==> config.mk <==
export PLATFORM = sky130hd
export DESIGN_NAME = ir_runlen_sampler
export DESIGN_NICKNAME = d
export VERILOG_FILES = /design/src/rtl/irrl_pkg.sv /design/src/rtl/irrl_tick_div.sv /design/src/rtl/irrl_glitch_filter.sv /design/src/rtl/irrl_run_meter.sv /design/src/rtl/ir_runlen_sampler.sv
export SDC_FILE = /design/constraint.sdc
export NUM_CORES = 1
export LEC_CHECK = 0
export ABC_AREA = 1
export BUFFER_PORTS_ARGS = -buffer_cell sky130_fd_sc_hd__buf_2
export CORE_ASPECT_RATIO = 0.5
export CORE_UTILIZATION = 60
export DETAILED_ROUTE_END_ITERATION = 10
export GPL_ROUTABILITY_DRIVEN = 0
export PLACE_DENSITY = 0.82
export SKIP_CTS_REPAIR_TIMING = 1
export SYNTH_ARGS = -nofsm -noshare
export SYNTH_HDL_FRONTEND = slang
export SYNTH_SLANG_ARGS = --single-unit
==> constraint.sdc <==
create_clock -name clk -period 2.6 [get_ports clk]
set_clock_uncertainty 0.2 [all_clocks]
set_input_delay 0.13 -clock clk [delete_from_list [all_inputs] [get_ports clk]]
set_output_delay 0.13 -clock clk [all_outputs]
set_load 0.03 [all_outputs]
==> src/rtl/irrl_pkg.sv <==
package irrl_pkg;
  localparam int RL_LEN_W = 7;
  localparam int RL_MAX   = (1 << RL_LEN_W) - 1;

  typedef struct packed {
    logic                mark;
    logic [RL_LEN_W-1:0] len;
  } rl_byte_t;
endpackage

==> src/rtl/irrl_tick_div.sv <==
module irrl_tick_div #(
  parameter int DIV_LOG = 6
) (
  input  logic clk,
  input  logic rst_n,
  input  logic run,
  input  logic slow,
  output logic tick
);
  localparam int CW = DIV_LOG + 1;

  logic [CW-1:0] cnt;
  logic [CW-1:0] lim;

  assign lim  = slow ? CW'((2 << DIV_LOG) - 1) : CW'((1 << DIV_LOG) - 1);
  assign tick = run && (cnt == lim);

  always_ff @(posedge clk) begin
    if (!rst_n)            cnt <= '0;
    else if (!run || tick) cnt <= '0;
    else                   cnt <= cnt + 1'b1;
  end


  tick_gap_chk: assert property (@(posedge clk) disable iff (!rst_n)
    tick |=> !tick);
endmodule

==> src/rtl/irrl_glitch_filter.sv <==
module irrl_glitch_filter #(
  parameter int THR_W = 6
) (
  input  logic             clk,
  input  logic             rst_n,
  input  logic             run,
  input  logic             tick,
  input  logic             din,
  input  logic [THR_W-1:0] thr,
  output logic             level
);
  logic [THR_W-1:0] cand;
  logic [THR_W:0]   need;
  logic [THR_W:0]   cand_inc;

  assign need     = (thr == '0) ? (THR_W+1)'(1) : {1'b0, thr};
  assign cand_inc = {1'b0, cand} + 1'b1;

  always_ff @(posedge clk) begin
    if (!rst_n || !run) begin
      level <= 1'b0;
      cand  <= '0;
    end else if (tick) begin
      if (din == level) begin
        cand <= '0;
      end else if (cand_inc >= need) begin
        level <= din;
        cand  <= '0;
      end else begin
        cand <= cand_inc[THR_W-1:0];
      end
    end
  end


  level_hold_chk: assert property (@(posedge clk) disable iff (!rst_n)
    (run && !tick) |=> $stable(level));
endmodule

==> src/rtl/irrl_run_meter.sv <==
module irrl_run_meter import irrl_pkg::*; #(
  parameter int IDLE_W        = 8,
  parameter int IDLE_UNIT_LOG = 7
) (
  input  logic              clk,
  input  logic              rst_n,
  input  logic              run,
  input  logic              tick,
  input  logic              level,
  input  logic [IDLE_W-1:0] idle_thr,
  output logic              emit_v,
  output rl_byte_t          emit_d,
  output logic              flush
);
  localparam int CW = IDLE_W + IDLE_UNIT_LOG + 1;

  logic                active, act_n;
  logic                cur, cur_n;
  logic [RL_LEN_W-1:0] cnt, cnt_n, cnt_inc;
  logic [CW-1:0]       idle, idle_n, idle_inc, window;

  assign window   = (CW'(idle_thr) + CW'(1)) << IDLE_UNIT_LOG;
  assign cnt_inc  = cnt + 1'b1;
  assign idle_inc = idle + 1'b1;

  always_comb begin
    act_n  = active;
    cur_n  = cur;
    cnt_n  = cnt;
    idle_n = idle;
    emit_v = 1'b0;
    emit_d = '0;
    flush  = 1'b0;
    if (run && tick) begin
      if (!active) begin
        if (level) begin
          act_n  = 1'b1;
          cur_n  = 1'b1;
          cnt_n  = RL_LEN_W'(1);
          idle_n = '0;
        end
      end else if (level != cur) begin
        if (cnt != '0) begin
          emit_v      = 1'b1;
          emit_d.mark = cur;
          emit_d.len  = cnt;
        end
        cur_n  = level;
        cnt_n  = RL_LEN_W'(1);
        idle_n = level ? '0 : CW'(1);
      end else if (!cur && idle_inc == window) begin
        emit_v      = 1'b1;
        emit_d.mark = 1'b0;
        emit_d.len  = cnt_inc;
        flush       = 1'b1;
        act_n       = 1'b0;
        cnt_n       = '0;
        idle_n      = '0;
      end else begin
        if (!cur) idle_n = idle_inc;
        if (cnt_inc == RL_LEN_W'(RL_MAX)) begin
          emit_v      = 1'b1;
          emit_d.mark = cur;
          emit_d.len  = cnt_inc;
          cnt_n       = '0;
        end else begin
          cnt_n = cnt_inc;
        end
      end
    end
  end

  always_ff @(posedge clk) begin
    if (!rst_n || !run) begin
      active <= 1'b0;
      cur    <= 1'b0;
      cnt    <= '0;
      idle   <= '0;
    end else begin
      active <= act_n;
      cur    <= cur_n;
      cnt    <= cnt_n;
      idle   <= idle_n;
    end
  end


  len_cap_chk: assert property (@(posedge clk) disable iff (!rst_n)
    active |-> (cnt < RL_LEN_W'(RL_MAX)));


  rearm_chk: assert property (@(posedge clk) disable iff (!rst_n)
    flush |=> !active);
endmodule

==> src/rtl/ir_runlen_sampler.sv <==
module ir_runlen_sampler import irrl_pkg::*; #(
  parameter int DIV_LOG       = 6,
  parameter int FILT_W        = 6,
  parameter int IDLE_W        = 8,
  parameter int IDLE_UNIT_LOG = 7
) (
  input  logic              clk,
  input  logic              rst_n,
  input  logic              ir_line,
  input  logic              glob_en,
  input  logic              rx_en,
  input  logic              cfg_slow,
  input  logic              cfg_invert,
  input  logic [FILT_W-1:0] cfg_filter,
  input  logic [IDLE_W-1:0] cfg_idle,
  input  logic              smp_ready,
  output logic              smp_valid,
  output logic [RL_LEN_W:0] smp_data,
  output logic              pkt_end
);
  logic       run, tick, line_s, level, emit_v, flush, pend_q;
  logic [1:0] sync_q;
  rl_byte_t   emit_d;

  assign run    = glob_en && rx_en;
  assign line_s = sync_q[1] ^ cfg_invert;

  always_ff @(posedge clk) begin
    if (!rst_n) sync_q <= '0;
    else        sync_q <= {sync_q[0], ir_line};
  end

  irrl_tick_div #(.DIV_LOG(DIV_LOG)) u_div (
    .clk(clk), .rst_n(rst_n), .run(run), .slow(cfg_slow), .tick(tick));

  irrl_glitch_filter #(.THR_W(FILT_W)) u_filt (
    .clk(clk), .rst_n(rst_n), .run(run), .tick(tick),
    .din(line_s), .thr(cfg_filter), .level(level));

  irrl_run_meter #(.IDLE_W(IDLE_W), .IDLE_UNIT_LOG(IDLE_UNIT_LOG)) u_meter (
    .clk(clk), .rst_n(rst_n), .run(run), .tick(tick), .level(level),
    .idle_thr(cfg_idle), .emit_v(emit_v), .emit_d(emit_d), .flush(flush));

  always_ff @(posedge clk) begin
    if (!rst_n || !run) begin
      smp_valid <= 1'b0;
      smp_data  <= '0;
      pend_q    <= 1'b0;
      pkt_end   <= 1'b0;
    end else begin
      if (emit_v && (!smp_valid || smp_ready)) begin
        smp_valid <= 1'b1;
        smp_data  <= emit_d;
      end else if (smp_ready) begin
        smp_valid <= 1'b0;
      end
      pend_q  <= flush;
      pkt_end <= pend_q;
    end
  end


  hold_chk: assert property (@(posedge clk) disable iff (!rst_n)
    (smp_valid && !smp_ready && run) |=> (smp_valid && $stable(smp_data)));


  off_chk: assert property (@(posedge clk) disable iff (!rst_n)
    !run |=> (!smp_valid && !pkt_end));


  pe_pulse_chk: assert property (@(posedge clk) disable iff (!rst_n)
    pkt_end |=> !pkt_end);


  len_nz_chk: assert property (@(posedge clk) disable iff (!rst_n)
    smp_valid |-> (smp_data[RL_LEN_W-1:0] != '0));
endmodule

Word level (Yosys, flattened, before mapping). Cells that the tools add are included.

Add/sub/neg operators: 5. Order comparisons: 1. Eq/ne operators: 7. Muxes and demuxes: 37. Bitwise operators: 5. Reduce and logical (&&, ||, !) cells: 22.

Operators by type and width (number): 16-bit 2-to-1 mux (5); 8-bit 2-to-1 mux (6); 7-bit 2-to-1 mux (6); 6-bit 2-to-1 mux (3); 1-bit 2-to-1 mux (17); 16-bit by 1-bit adder with 16-bit output (second input constant) (1); 16-bit equality test (1); 7-bit by 1-bit adder with 7-bit output (second input constant) (2); 8-bit by 1-bit adder with 9-bit output (second input constant) (1); 3-bit AND reduction (3); 6-bit by 1-bit adder with 7-bit output (second input constant) (1); 7-bit equality test (1); 7-bit equality test (second input constant) (1); 7-bit >= comparator (1); 7-bit nonzero test (1); 6-bit logical NOT (1); 1-bit logical AND (5); 1-bit logical NOT (4); 4-bit inequality test (second input constant) (1); 1-bit inverter (4); 2-bit nonzero test (2); 4-bit OR reduction (1); 1-bit logical OR (3); 2-bit inequality test (second input constant) (1); other kinds (5) (5).

Register bits after elaboration: 52. Input port bits: 22. Output and inout port bits: 10. Word-level logic and storage cells: 89.

Depth between registers and ports, before layout.
Depth after elaboration: 9. Gate-level depth with buffers: 18. Depth with buffers taken out: 18.

By module. A second synthesis with hierarchy kept.

Cell total of the unflattened synthesis: 603. Area, all modules: 3754.9 sq um.

Modules (own cells, without submodules): irrl_run_meter (times used 1, cells an instance 399, area each 2279.7 sq um, seq. area each 500.5 sq um); irrl_glitch_filter (times used 1, cells an instance 86, area each 575.6 sq um, seq. area each 140.1 sq um); ir_runlen_sampler (times used 1, cells an instance 74, area each 568.0 sq um, seq. area each 260.2 sq um); irrl_tick_div (times used 1, cells an instance 44, area each 331.6 sq um, seq. area each 140.1 sq um).

Worst setup path after synthesis. OpenSTA, ideal clock, no wires.

Path kind: reg2reg. Start point: reg u_meter.idle[0]. End point: reg smp_data[1]. Setup time: 113 ps. Arrival: 2046 ps. Data required time: 2287 ps. Setup slack: 240 ps. Stages on the path, launching flop included: 17. Buffers on the path: 1. Period minus slack after synthesis: 2360 ps. Cells stage by stage: dfxtp_1 -> ha_1 -> nand2_1 -> nor2_2 -> nand2_2 -> xor2_1 -> nand2_1 -> nand2_1 -> inv_1 -> nand2_1 -> nor2_2 -> nand2_4 -> nand2_4 -> nand3_4 -> buf_6 -> o21ai_1 -> nor2_1.

Word-level cells in the longest chain between the ends: 8. Elaborated cells on any way between the ends: 12. Classes of those cells: 1 x add/sub; 1 x eq/ne; 8 x mux; 2 x reduce/logical.

Ends and longest elaborated chain: start, declared (RTL line irrl_run_meter.sv:20) `logic [CW-1:0] idle, idle_n, idle_inc, window;`; start signal, assigned (RTL line irrl_run_meter.sv:83) `idle <= idle_n;`; 16-bit by 1-bit adder with 16-bit output * (RTL line irrl_run_meter.sv:24) `assign idle_inc = idle + 1'b1;`; 16-bit equality test * (RTL line irrl_run_meter.sv:51) `end else if (!cur && idle_inc == window) begin`; 1-bit logical AND * (RTL line irrl_run_meter.sv:51); 1-bit 2-to-1 mux (RTL line irrl_run_meter.sv:51); 1-bit 2-to-1 mux (RTL line irrl_run_meter.sv:42) `end else if (level != cur) begin`; 1-bit 2-to-1 mux (RTL line irrl_run_meter.sv:35) `if (!active) begin`; 1-bit 2-to-1 mux (RTL line irrl_run_meter.sv:34) `if (run && tick) begin`; 1-bit logical AND (RTL line ir_runlen_sampler.sv:51) `if (emit_v && (!smp_valid || smp_ready)) begin`; end signal, assigned (RTL line ir_runlen_sampler.sv:53) `smp_data <= emit_d;`; end, declared (RTL line ir_runlen_sampler.sv:18) `output logic [RL_LEN_W:0] smp_data,`.

Mark *: on every way between the ends. The rest lies on a longest branch, timed or not. A chain may end at the register's enable or synchronous reset.

Final worst setup path.
Start point: reg u_filt.level. End point: reg smp_data[3].

Word-level cells in the longest chain between the ends: 5. Elaborated cells on any way between the ends: 8. Classes of those cells: 1 x eq/ne; 6 x mux; 1 x reduce/logical.

Ends and longest elaborated chain: start, declared (RTL line irrl_glitch_filter.sv:10) `output logic level`; start signal, assigned (RTL line irrl_glitch_filter.sv:27) `level <= din;`; 1-bit inequality test * (RTL line irrl_run_meter.sv:42); 1-bit 2-to-1 mux (RTL line irrl_run_meter.sv:42); 1-bit 2-to-1 mux (RTL line irrl_run_meter.sv:35); 1-bit 2-to-1 mux (RTL line irrl_run_meter.sv:34); 1-bit logical AND (RTL line ir_runlen_sampler.sv:51).

Marks and branches as above.

==> results by group <==
Layout
  – Layout cell share with drive strength beyond 1: 0.154
  – # diodes: 0
  – Post-Layout Cell Count: 647
  – Design Area, Final: 3990 um2
  – Highest-count cells in the layout ignoring fill and taps: nand2_1 (138), inv_1 (78), nor2_1 (58), dfxtp_1 (51), a21oi_1 (39)
  – Area grow syn2layout: 16.9%
  – FILL cells: 420
  – Commonest non-fill, non-tap cell in the layout: nand2_1
  – Final Net Count: 612

GRT
  – Initial antenna violation count: 0
  – Vias in the first global route: 3048
  – Gr usage total: 0.268
  – Largest net degree at the start of global routing: 34
  – Total congestion overflow: 0
  – First-pass GRT wire length: 12.9 mm

Floorplanning
  – # IOs: 32
  – Placeable Area: 5200 um2
  – Die height: 55.3 um
  – Die width: 109 um
  – Row count: 18
  – Die area: 6010 um2
  – Starting density of the core: 0.656

STA
  – Setup_tns: 0 ns
  – Final setup fails: 0
  – Max Clk Rate: 409 MHz
  – Final hold viol count: 0
  – Worst hold margin: 0.00989 ns
  – Setup ws final: 0.156 ns
  – Slew Viols, Final: 0
  – Max_slew headroom: 0.697
  – Tightest Pin Transition: 0.453 ns
  – Final min period: 2.44 ns
  – Tcrit/Tclk final: 0.940

Yosys
  – Post-synth top area share: 0.305
  – Number of warnings issued by yosys: 0
  – Cell taking the most area after synthesis: dfxtp_1
  – Cell area after synthesis: 3410 um2
  – Synth Area per Inst: 6.45 um2
  – Synthesized net count: 565
  – Syn Inst Count: 529
  – Post-synthesis sequential area ratio: 0.305
  – Post-synth cell types: 36
  – Top cells by area, synth: dfxtp_1 (31%), nand2_1 (15%), inv_1 (8.7%), nor2_1 (6.6%), nand3_1 (5.9%)
  – Synthesized flop and latch total: 52

Drt
  – Vias per cell: 5.34
  – DR iter-0 viols: 281
  – Drt first pass iters: 6
  – Drt wl/cell: 12.3 um
  – Detailed-route DRC error count: 0
  – Vias: 3456
  – Final ANT Viol Nets: 0
  – Final WL: 7.97 mm

CTS
  – Total CTS buffers: 5
  – Clock Sink Count: 52
  – CTS Buffer Depth: 2
  – CTS root buf: clkbuf_16
  – Clk_lat worst skew: 0.29 ns
  – H-tree Lvls: 2
  – CTS tree: yes
  – Clk pin slew, worst setup/hold paths: 0.07 ns

Critical path
  – Crit path top cell by count: nor2_1
  – Worst path cell trace: nor2_1 -> nor2_1 -> inv_1 -> o21ai_0 -> inv_1 -> nand3_2 -> nand2_1 -> nand2_1 -> nor2_1
  – Crit-path max FO: 12
  – CP Class: reg2reg
  – CP endpoint kind: register
  – R2R depth: 9
  – Arr. time, crit path: 2.43 ns
  – Slowest cell on the critical path: dfxtp_1
  – Max incr delay on CP: 0.47 ns
  – Worst EP required: 2.59 ns
  – CP startpoint kind: register

Min path
  – Worst hold stages: 6
  – Worst hold path type: in2reg

Placed design
  – Post-DP HPWL: 5.85 mm
  – PortBufs: 31
  – Post-Place Setup Slack: 0.0768 ns
  – DP Area: 3690 um2
  – Placed insts: 632

Power
  – P_leak: 0.00174 uW
  – Maximum vdd drop: 0.359 mV
  – Pwr Density: 423 nW/um2

Flow run
  – Max-cap violations: 0

Outcome
  – Outcome: completed
==> worst max-delay path: cells and delay by family (launching register included) <==
kind	cells	cell delay [ns]
flip-flops	1	0.47
AO/OA/AOI/OAI	1	0.35
buffers and inverters	2	0.49
AND/OR/NAND/NOR	6	0.83
==> layout make-up <==
cell class	count	area, um2	share of cell area
Multi-Input combinational cell	389	2090	0.523
Timing Repair Buffer	48	290	0.0728
Tap cell	70	87.6	0.0220
Clock buffer	7	153	0.0383
Sequential cell	52	1040	0.261
Clock inverter	1	30.0	0.00753
Inverter	80	300	0.0753
==> cells in the mapped netlist, drive strengths merged <==
cell	n
nand2	146
inv	80
nor2	70
dfxtp	52
nand3	43
a21oi	39
nand4	20
ha	14
xor2	11
xnor2	10
nor3	7
clkbuf	6
nand3b	5
o21ai	4
o22ai	4
or2	4
buf	3
nor3b	2
o211ai	2
o21bai	2
a211oi	1
a311oi	1
a31o	1
and2	1
o21a	1
==> where the power goes <==
group	leakage, uW	internal (uW)	switching (uW)
logic	0.00123	38.0	54.2
clock network	0.0000901	507	288
registers	0.000420	798	1.00
==> layer usage <==
layer,up-vias,wire length (um),share of wire,GRT usage
met5,-,0,0,0
met4,0,138,0.017,0.0772
met3,19,420,0.053,0.0413
met2,121,3890,0.49,0.478
met1,1531,3520,0.44,0.332
li1,1785,-,-,-
==> registers in the layout, summed over array words and instances (netlist names) <==
| name | count |
|---|---|
| u_meter.idle | 16 |
| pend_q | 1 |
| u_meter.cur | 1 |
| smp_data | 8 |
| u_filt.cand | 6 |
| u_div.cnt | 7 |
| smp_valid | 1 |
| sync_q | 2 |
| u_meter.active | 1 |
| u_meter.cnt | 7 |
| u_filt.level | 1 |
| pkt_end | 1 |
==> worst paths after layout <==
path	start	endpoint	slack [ns]
max	u_filt.level$_SDFFE_PP0P_	smp_data[3]$_SDFFE_PP0P_	0.16
min	smp_ready	smp_data[6]$_SDFFE_PP0P_	0.01
max reg2reg	u_filt.level$_SDFFE_PP0P_	smp_data[3]$_SDFFE_PP0P_	0.16
min reg2reg	pend_q$_SDFF_PP0_	pkt_end$_SDFF_PP0_	0.21
==> kinds of logic (layout without fill, tap and decap cells) <==
group | count (synthesis) | in the layout | share of synthesized area
compound gates | 55 | 55 | 0.0887
xor+xnor | 21 | 21 | 0.0539
fa+ha+maj | 14 | 14 | 0.0513
buf+inv | 89 | 136 | 0.102
flops | 52 | 52 | 0.305
simple gates | 298 | 299 | 0.399
==> stage by stage <==
step,utilization,power (uW)
floorplan,-,873
global placement,0.709,903
detailed placement,0.709,906
CTS,0.745,1690
global route,0.767,1740
finish,0.767,1690
Power figures use the tool's default switching activity.
